### src/rtl/sdiv_pkg.sv
`timescale 1ns/1ps
package sdiv_pkg;

    // Fix-up state chosen in the final stage for each operand.
    typedef enum logic [1:0] {
        FIX_KEEP = 2'd0,
        FIX_DEC  = 2'd1,
        FIX_INC  = 2'd2,
        FIX_DIVZ = 2'd3
    } fix_e;

    // Shift-subtract steps placed in each stage (ceiling division).
    function automatic int unsigned steps_per_stage(int unsigned nw, int unsigned st);
        return (nw + st - 1) / st;
    endfunction

    // Steps actually performed by stage k; trailing stages may do none.
    function automatic int unsigned stage_steps(int unsigned nw, int unsigned st, int unsigned k);
        int unsigned bps;
        bps = steps_per_stage(nw, st);
        if (k * bps >= nw)
            return 0;
        if ((k + 1) * bps > nw)
            return nw - k * bps;
        return bps;
    endfunction

endpackage

### src/rtl/sdiv_prep.sv
`timescale 1ns/1ps
module sdiv_prep #(
    parameter int NUM_W = 40,
    parameter int DEN_W = 24
) (
    input  logic [NUM_W-1:0] num,
    input  logic [DEN_W-1:0] den,
    output logic             n_neg,
    output logic             d_neg,
    output logic             d_zero,
    output logic [NUM_W-1:0] n_mag,
    output logic [DEN_W-1:0] d_mag,
    output logic [DEN_W-1:0] z_rem
);

    always_comb begin
        n_neg  = num[NUM_W-1];
        d_neg  = den[DEN_W-1];
        n_mag  = n_neg ? (~num + NUM_W'(1)) : num;
        d_mag  = d_neg ? (~den + DEN_W'(1)) : den;
        d_zero = (den == '0);
    end

    // Remainder value reported for a zero denominator.
    generate
        if (DEN_W <= NUM_W) begin : g_narrow
            assign z_rem = num[DEN_W-1:0];
        end else begin : g_wide
            assign z_rem = {{(DEN_W-NUM_W){num[NUM_W-1]}}, num};
        end
    endgenerate

endmodule

### src/rtl/sdiv_iter.sv
`timescale 1ns/1ps
module sdiv_iter #(
    parameter int NUM_W = 40,
    parameter int DEN_W = 24,
    parameter int ITERS = 5
) (
    input  logic [DEN_W-1:0] d_mag,
    input  logic [DEN_W-1:0] rem_i,
    input  logic [NUM_W-1:0] nq_i,
    output logic [DEN_W-1:0] rem_o,
    output logic [NUM_W-1:0] nq_o
);

    // nq holds unconsumed numerator bits at the top and
    // finished quotient bits at the bottom.
    logic [DEN_W:0]   trial;
    logic [DEN_W-1:0] part;
    logic [NUM_W-1:0] nq;

    always_comb begin
        part  = rem_i;
        nq    = nq_i;
        trial = '0;
        for (int i = 0; i < ITERS; i++) begin
            trial = {part, nq[NUM_W-1]};
            nq    = nq << 1;
            if (trial >= {1'b0, d_mag}) begin
                trial = trial - {1'b0, d_mag};
                nq[0] = 1'b1;
            end
            part = trial[DEN_W-1:0];
        end
        rem_o = part;
        nq_o  = nq;
    end

endmodule

### src/rtl/sdiv_fixup.sv
`timescale 1ns/1ps
module sdiv_fixup
    import sdiv_pkg::*;
#(
    parameter int NUM_W = 40,
    parameter int DEN_W = 24
) (
    input  logic             rem_pos,
    input  logic             n_neg,
    input  logic             d_neg,
    input  logic             d_zero,
    input  logic [DEN_W-1:0] d_mag,
    input  logic [DEN_W-1:0] r_mag,
    input  logic [DEN_W-1:0] z_rem,
    input  logic [NUM_W-1:0] q_mag,
    output logic [NUM_W-1:0] quo,
    output logic [DEN_W-1:0] rem
);

    fix_e             kind;
    logic [NUM_W-1:0] q_trunc;
    logic [DEN_W-1:0] r_trunc;
    logic [DEN_W-1:0] r_lift;
    logic             r_below;

    // Select the fix-up state.
    always_comb begin
        r_below = n_neg && (r_mag != '0);
        if (d_zero)
            kind = FIX_DIVZ;
        else if (rem_pos && r_below)
            kind = d_neg ? FIX_INC : FIX_DEC;
        else
            kind = FIX_KEEP;
    end

    // Drive quotient and remainder for that state.
    always_comb begin
        q_trunc = (n_neg ^ d_neg) ? (~q_mag + NUM_W'(1)) : q_mag;
        r_trunc = n_neg ? (~r_mag + DEN_W'(1)) : r_mag;
        r_lift  = d_mag - r_mag;
        unique case (kind)
            FIX_KEEP: begin
                quo = q_trunc;
                rem = r_trunc;
            end
            FIX_DEC: begin
                quo = q_trunc - NUM_W'(1);
                rem = r_lift;
            end
            FIX_INC: begin
                quo = q_trunc + NUM_W'(1);
                rem = r_lift;
            end
            FIX_DIVZ: begin
                quo = '1;
                rem = z_rem;
            end
            default: begin
                quo = q_trunc;
                rem = r_trunc;
            end
        endcase
    end

endmodule

### src/rtl/sdiv_pipe.sv
`timescale 1ns/1ps
module sdiv_pipe
    import sdiv_pkg::*;
#(
    parameter int NUM_W  = 40,
    parameter int DEN_W  = 24,
    parameter int STAGES = 8
) (
    input  logic             clk,
    input  logic             rst,
    input  logic             in_valid,
    input  logic             in_rem_pos,
    input  logic [NUM_W-1:0] in_num,
    input  logic [DEN_W-1:0] in_den,
    output logic             out_valid,
    output logic [NUM_W-1:0] out_quo,
    output logic [DEN_W-1:0] out_rem,
    output logic             out_dz
);

    localparam int LAST = STAGES - 1;

    // Inputs seen by each stage.
    logic             i_v    [STAGES];
    logic             i_mode [STAGES];
    logic             i_nneg [STAGES];
    logic             i_dneg [STAGES];
    logic             i_dz   [STAGES];
    logic [DEN_W-1:0] i_dmag [STAGES];
    logic [DEN_W-1:0] i_zrem [STAGES];
    logic [DEN_W-1:0] i_rem  [STAGES];
    logic [NUM_W-1:0] i_nq   [STAGES];

    // Work results of each stage.
    logic [DEN_W-1:0] w_rem  [STAGES];
    logic [NUM_W-1:0] w_nq   [STAGES];

    // Registers between stages.
    logic             s_v    [STAGES];
    logic             s_mode [STAGES];
    logic             s_nneg [STAGES];
    logic             s_dneg [STAGES];
    logic             s_dz   [STAGES];
    logic [DEN_W-1:0] s_dmag [STAGES];
    logic [DEN_W-1:0] s_zrem [STAGES];
    logic [DEN_W-1:0] s_rem  [STAGES];
    logic [NUM_W-1:0] s_nq   [STAGES];

    // Final-stage side fields, exposed for the checker.
    logic             fin_mode;
    logic             fin_nneg;

    logic [NUM_W-1:0] fx_quo;
    logic [DEN_W-1:0] fx_rem;

    sdiv_prep #(.NUM_W(NUM_W), .DEN_W(DEN_W)) u_prep (
        .num    (in_num),
        .den    (in_den),
        .n_neg  (i_nneg[0]),
        .d_neg  (i_dneg[0]),
        .d_zero (i_dz[0]),
        .n_mag  (i_nq[0]),
        .d_mag  (i_dmag[0]),
        .z_rem  (i_zrem[0])
    );

    assign i_v[0]    = in_valid;
    assign i_mode[0] = in_rem_pos;
    assign i_rem[0]  = '0;

    generate
        for (genvar k = 0; k < STAGES; k++) begin : g_stage
            localparam int ITERS = int'(stage_steps(NUM_W, STAGES, k));

            if (k > 0) begin : g_link
                assign i_v[k]    = s_v[k-1];
                assign i_mode[k] = s_mode[k-1];
                assign i_nneg[k] = s_nneg[k-1];
                assign i_dneg[k] = s_dneg[k-1];
                assign i_dz[k]   = s_dz[k-1];
                assign i_dmag[k] = s_dmag[k-1];
                assign i_zrem[k] = s_zrem[k-1];
                assign i_rem[k]  = s_rem[k-1];
                assign i_nq[k]   = s_nq[k-1];
            end

            if (ITERS > 0) begin : g_work
                sdiv_iter #(.NUM_W(NUM_W), .DEN_W(DEN_W), .ITERS(ITERS)) u_iter (
                    .d_mag (i_dmag[k]),
                    .rem_i (i_rem[k]),
                    .nq_i  (i_nq[k]),
                    .rem_o (w_rem[k]),
                    .nq_o  (w_nq[k])
                );
            end else begin : g_idle
                assign w_rem[k] = i_rem[k];
                assign w_nq[k]  = i_nq[k];
            end
        end
    endgenerate

    sdiv_fixup #(.NUM_W(NUM_W), .DEN_W(DEN_W)) u_fixup (
        .rem_pos (i_mode[LAST]),
        .n_neg   (i_nneg[LAST]),
        .d_neg   (i_dneg[LAST]),
        .d_zero  (i_dz[LAST]),
        .d_mag   (i_dmag[LAST]),
        .r_mag   (w_rem[LAST]),
        .z_rem   (i_zrem[LAST]),
        .q_mag   (w_nq[LAST]),
        .quo     (fx_quo),
        .rem     (fx_rem)
    );

    // Pipeline registers. Valid bits are reset; data is not.
    always_ff @(posedge clk) begin
        for (int k = 0; k < LAST; k++) begin
            s_v[k]    <= rst ? 1'b0 : i_v[k];
            s_mode[k] <= i_mode[k];
            s_nneg[k] <= i_nneg[k];
            s_dneg[k] <= i_dneg[k];
            s_dz[k]   <= i_dz[k];
            s_dmag[k] <= i_dmag[k];
            s_zrem[k] <= i_zrem[k];
            s_rem[k]  <= w_rem[k];
            s_nq[k]   <= w_nq[k];
        end
        out_valid <= rst ? 1'b0 : i_v[LAST];
        out_dz    <= rst ? 1'b0 : (i_v[LAST] & i_dz[LAST]);
        out_quo   <= fx_quo;
        out_rem   <= fx_rem;
        fin_mode  <= i_mode[LAST];
        fin_nneg  <= i_nneg[LAST];
    end

endmodule

### config.mk
export PLATFORM = sky130hd
export DESIGN_NAME = sdiv_pipe
export DESIGN_NICKNAME = d
export VERILOG_FILES = /design/src/rtl/sdiv_pkg.sv /design/src/rtl/sdiv_prep.sv /design/src/rtl/sdiv_iter.sv /design/src/rtl/sdiv_fixup.sv /design/src/rtl/sdiv_pipe.sv
export SDC_FILE = /design/constraint.sdc
export NUM_CORES = 2
export LEC_CHECK = 0
export ABC_AREA = 1
export BUFFER_PORTS_ARGS = -buffer_cell sky130_fd_sc_hd__buf_2
export CELL_PAD_IN_SITES_DETAIL_PLACEMENT = 1
export CELL_PAD_IN_SITES_GLOBAL_PLACEMENT = 2
export CORE_UTILIZATION = 34
export CTS_CLUSTER_SIZE = 30
export DETAILED_ROUTE_END_ITERATION = 16
export GPL_TIMING_DRIVEN = 0
export HOLD_SLACK_MARGIN = 0.12
export PLACE_DENSITY_LB_ADDON = 0.1
export RECOVER_POWER = 100
export SETUP_SLACK_MARGIN = 0.15
export SLEW_MARGIN = 20
export SYNTH_ARGS = -nofsm -noshare
export SYNTH_HDL_FRONTEND = slang
export SYNTH_SLANG_ARGS = --single-unit
### constraint.sdc
create_clock -name clk -period 16.26 [get_ports clk]
set_input_delay 0.813 -clock clk [delete_from_list [all_inputs] [get_ports clk]]
set_output_delay 0.813 -clock clk [all_outputs]
set_load 0.03 [all_outputs]
==> impl_metrics.toml <==
[floorplanning]
initial_utilization_pct = 34.2
fp-row-count = 173
die_area_sq_um = 225000
pin_count = 134
core-area_sq_um = 222000
die_w_um = 475
die_y_um = 475

[routing]
drtIter0Drc = 3670
via_count = 77300
routed_via_density = 5.20
ant_nets = 0
drc = 0
firstDrtPassIters = 8
routedWlPerCell_um = 21.7
wl_mm = 323

[logic_synthesis]
yosysMostFrequentCell = "nand2_1"
yosys-top-cells-area = "dfxtp_1 23%, ha_1 16%, nand2_1 14%"
synth.cells.most_frequent = "2777 x nand2_1, 1150 x inv_1, 1078 x a21oi_1, 993 x ha_1, 878 x dfxtp_1"
netlist_area_sq_um = 76000
synth_top_cell_area_share_pct = 23.1
avgSynthCellArea_sq_um = 6.87
yosys_warnings = 0
synthArstFlopShare_pct = 0
synth-main-ff-cell = "dfxtp_1"
synth_nets = 12200
synth-seq-cells = 878
synthCells = 11100
synth_edf_count = 0
synth-seq-area-share_pct = 23.1
ys_types = 75
yosys.area.top_type = "dfxtp_1"

[clocking]
clk_path_buf_depth = 3
cts-root-buf = "clkbuf_16"
cts_buffers = 96
tritoncts = "built"
clock-sinks = 878
insertion_delay_ns = 0.77
htreeDepth = 3
holdBufCountCts = 0
clk_pin_slew_ns = 0.07

[grt]
antenna_found_initial = 20
grt_start_max_net_pins = 25
grt_pass1_vias = 79300
grt_overflow = 0
grt_pass1_wl_mm = 479
grt_use_total_pct = 27.6

[final_layout]
area_growth_pct = 22.6
drive_gt1_share_pct = 15.9
fin_util_pct = 42.0
fin_nets = 12900
fill_cells = 27900

[sta]
drv_slew = 9
min_period_ns = 15.63
rsz0062_at_grt = "yes"
setup_viol = 0
worst_clock_skew_ns = 0.0686
min_period_over_period_pct = 96.1
hold_viol = 0
maxSlewHeadroom_pct = -49.8
max_freq_ghz = 0.0640
tightest_slew_ns = 2.22

[critical_path]
max_stage_delay_ns = 0.58
path_common_cell = "nand2_2"
required_ns = 16.88
endpoint_kind = "flip-flop"
regToRegStartpoint = "s_dmag[2][6]"
slowest_stage = "dfxtp_1"
reg2reg_to = "s_rem[3][11]"
worstSetupPathType = "flip-flop to flip-flop"
cp_max_fo = 10
cp-start-kind = "flip-flop"
r2r_slack_ns = 0.63
ff2ff_path_depth = 111
critical_path_arrival_ns = 16.25

[hold_path]
min_path_cells = 1
hold_class = "input pin to flip-flop"
hp-start = "in_rem_pos"
min_to = "s_mode[0]"

[status]
violations = "max-capacitance violations, max-slew violations"
outcome = "finished with violations"

[placement]
hpwl_mm = 264
place.gp.congestion = 0.901
portBuffers = 132

[flow_run]
maxCapViolations = 1
-- per-stage QoR --
step / hold WS [ns] / area, sq um / instances / TNS [ns] / worst slack (ns)
floorplan: 0.310 / 76000 / 11100 / 0 / 0.367
global placement: 0.310 / 80400 / 14200 / -924.04 / -5.22
detailed placement: 0.313 / 80400 / 14200 / -946.16 / -5.60
CTS: 0.158 / 88600 / 14600 / 0 / 0.0475
global route: 0.200 / 93200 / 14900 / -15.04 / -0.259
finish: 0.213 / 93200 / 14900 / 0 / 0.633
-- cells by family (layout without fill, tap and decap cells) --
logic type / after synthesis / after routing / share of synthesized area [%]
fa+ha+maj: 1034 / 1034 / 17.4
other cells: 0 / 8 / 0
flops: 878 / 878 / 23.1
compound gates: 2397 / 2397 / 17.3
mux: 3 / 3 / 0.0412
buf+inv: 1423 / 2246 / 7.33
simple gates: 4413 / 4413 / 24.3
xor+xnor: 911 / 911 / 10.5
-- layout make-up --
type / instances / area (sq um) / area share (%)
clock inverter: 58 / 787 / 0.845
inverter: 1201 / 4780 / 5.13
tap: 2975 / 3720 / 4.00
clock buffer: 121 / 2600 / 2.79
multi-input combinational: 8758 / 57000 / 61.1
sequential: 878 / 17700 / 19.0
antenna: 8 / 20.0 / 0.0215
buffer: 222 / 2000 / 2.15
timing repair buffer: 644 / 4610 / 4.95
-- sequential cells by signal, summed over array words and instances, names as in the netlist --
| register | count |
|---|---|
| out_quo | 40 |
| out_dz | 1 |
| s_v | 7 |
| s_nq | 273 |
| s_rem | 168 |
| s_mode | 7 |
| s_dneg | 7 |
| out_valid | 1 |
| s_dmag | 168 |
| out_rem | 24 |
| s_nneg | 7 |
| s_dz | 7 |
| s_zrem | 168 |
-- cell usage in the layout (no fill, tap or decap), types with 58 or more instances in the layout --
master      Yosys  final
nand2_1      2777   2663
inv_1        1150   1066
a21oi_1      1078    967
ha_1          993    872
dfxtp_1       878    843
o21ai_0       771    605
nand3_1       593    572
nor2_1        599    571
buf_4          16    512
xor2_1        488    488
xnor2_1       423    423
o21ai_2        12    154
o21ai_1       149    154
clkbuf_1       97    143
nand2_2        20    123
nand4_1       113    113
clkbuf_16       0    104
a21oi_2        16    100
nor3_1        110     96
ha_4            0     93
buf_6           8     67
buf_2          85     61
clkinvlp_4      0     60
nor4_1         67     58
-- layer usage --
metal | GRT usage [%] | vias up | routed length, um
met5 | 0 | - | 30
met4 | 8.19 | 4 | 10800
met3 | 2.02 | 405 | 8440
met2 | 49.3 | 1079 | 157000
met1 | 35.2 | 37300 | 146000
li1 | - | 38500 | -
-- worst max path at each step --
stage	depth (start not counted)	startpoint	slack, ns	end
3_5_place_dp	93	s_dmag[1][1]	-5.60	s_rem[2][23]
5_1_grt	111	s_dmag[2][6]	-0.26	s_rem[3][11]
6_report	111	s_dmag[2][6]	0.63	s_rem[3][11]
2_1_floorplan	115	in_num[0]	0.37	s_rem[0][23]
4_1_cts	115	s_dmag[0][1]	0.05	s_rem[1][21]
3_3_place_gp	96	s_dmag[1][1]	-5.22	s_rem[2][19]
-- critical path: cells and delay by family (launching register included) --
kind            cells  cell delay, ns
buf+inv            15            2.01
compound gates     50            7.45
flops               1            0.58
fa+ha+maj           5            1.44
mux                 1            0.33
simple gates       40            3.60
-- what timing repair did --
item / in CTS / in global routing
cloned: 1 / 9
buffers inserted: 259 / 242
hold endpoints to repair: 0 / 0
endpoints found under the setup margin: 243 / 237
pin swaps: 163 / 333
gates resized for setup: 857 / 733
Power is left out: the tool's default activity adds up to more than one toggle a clock period on the data nets, which glitch-free logic cannot reach.
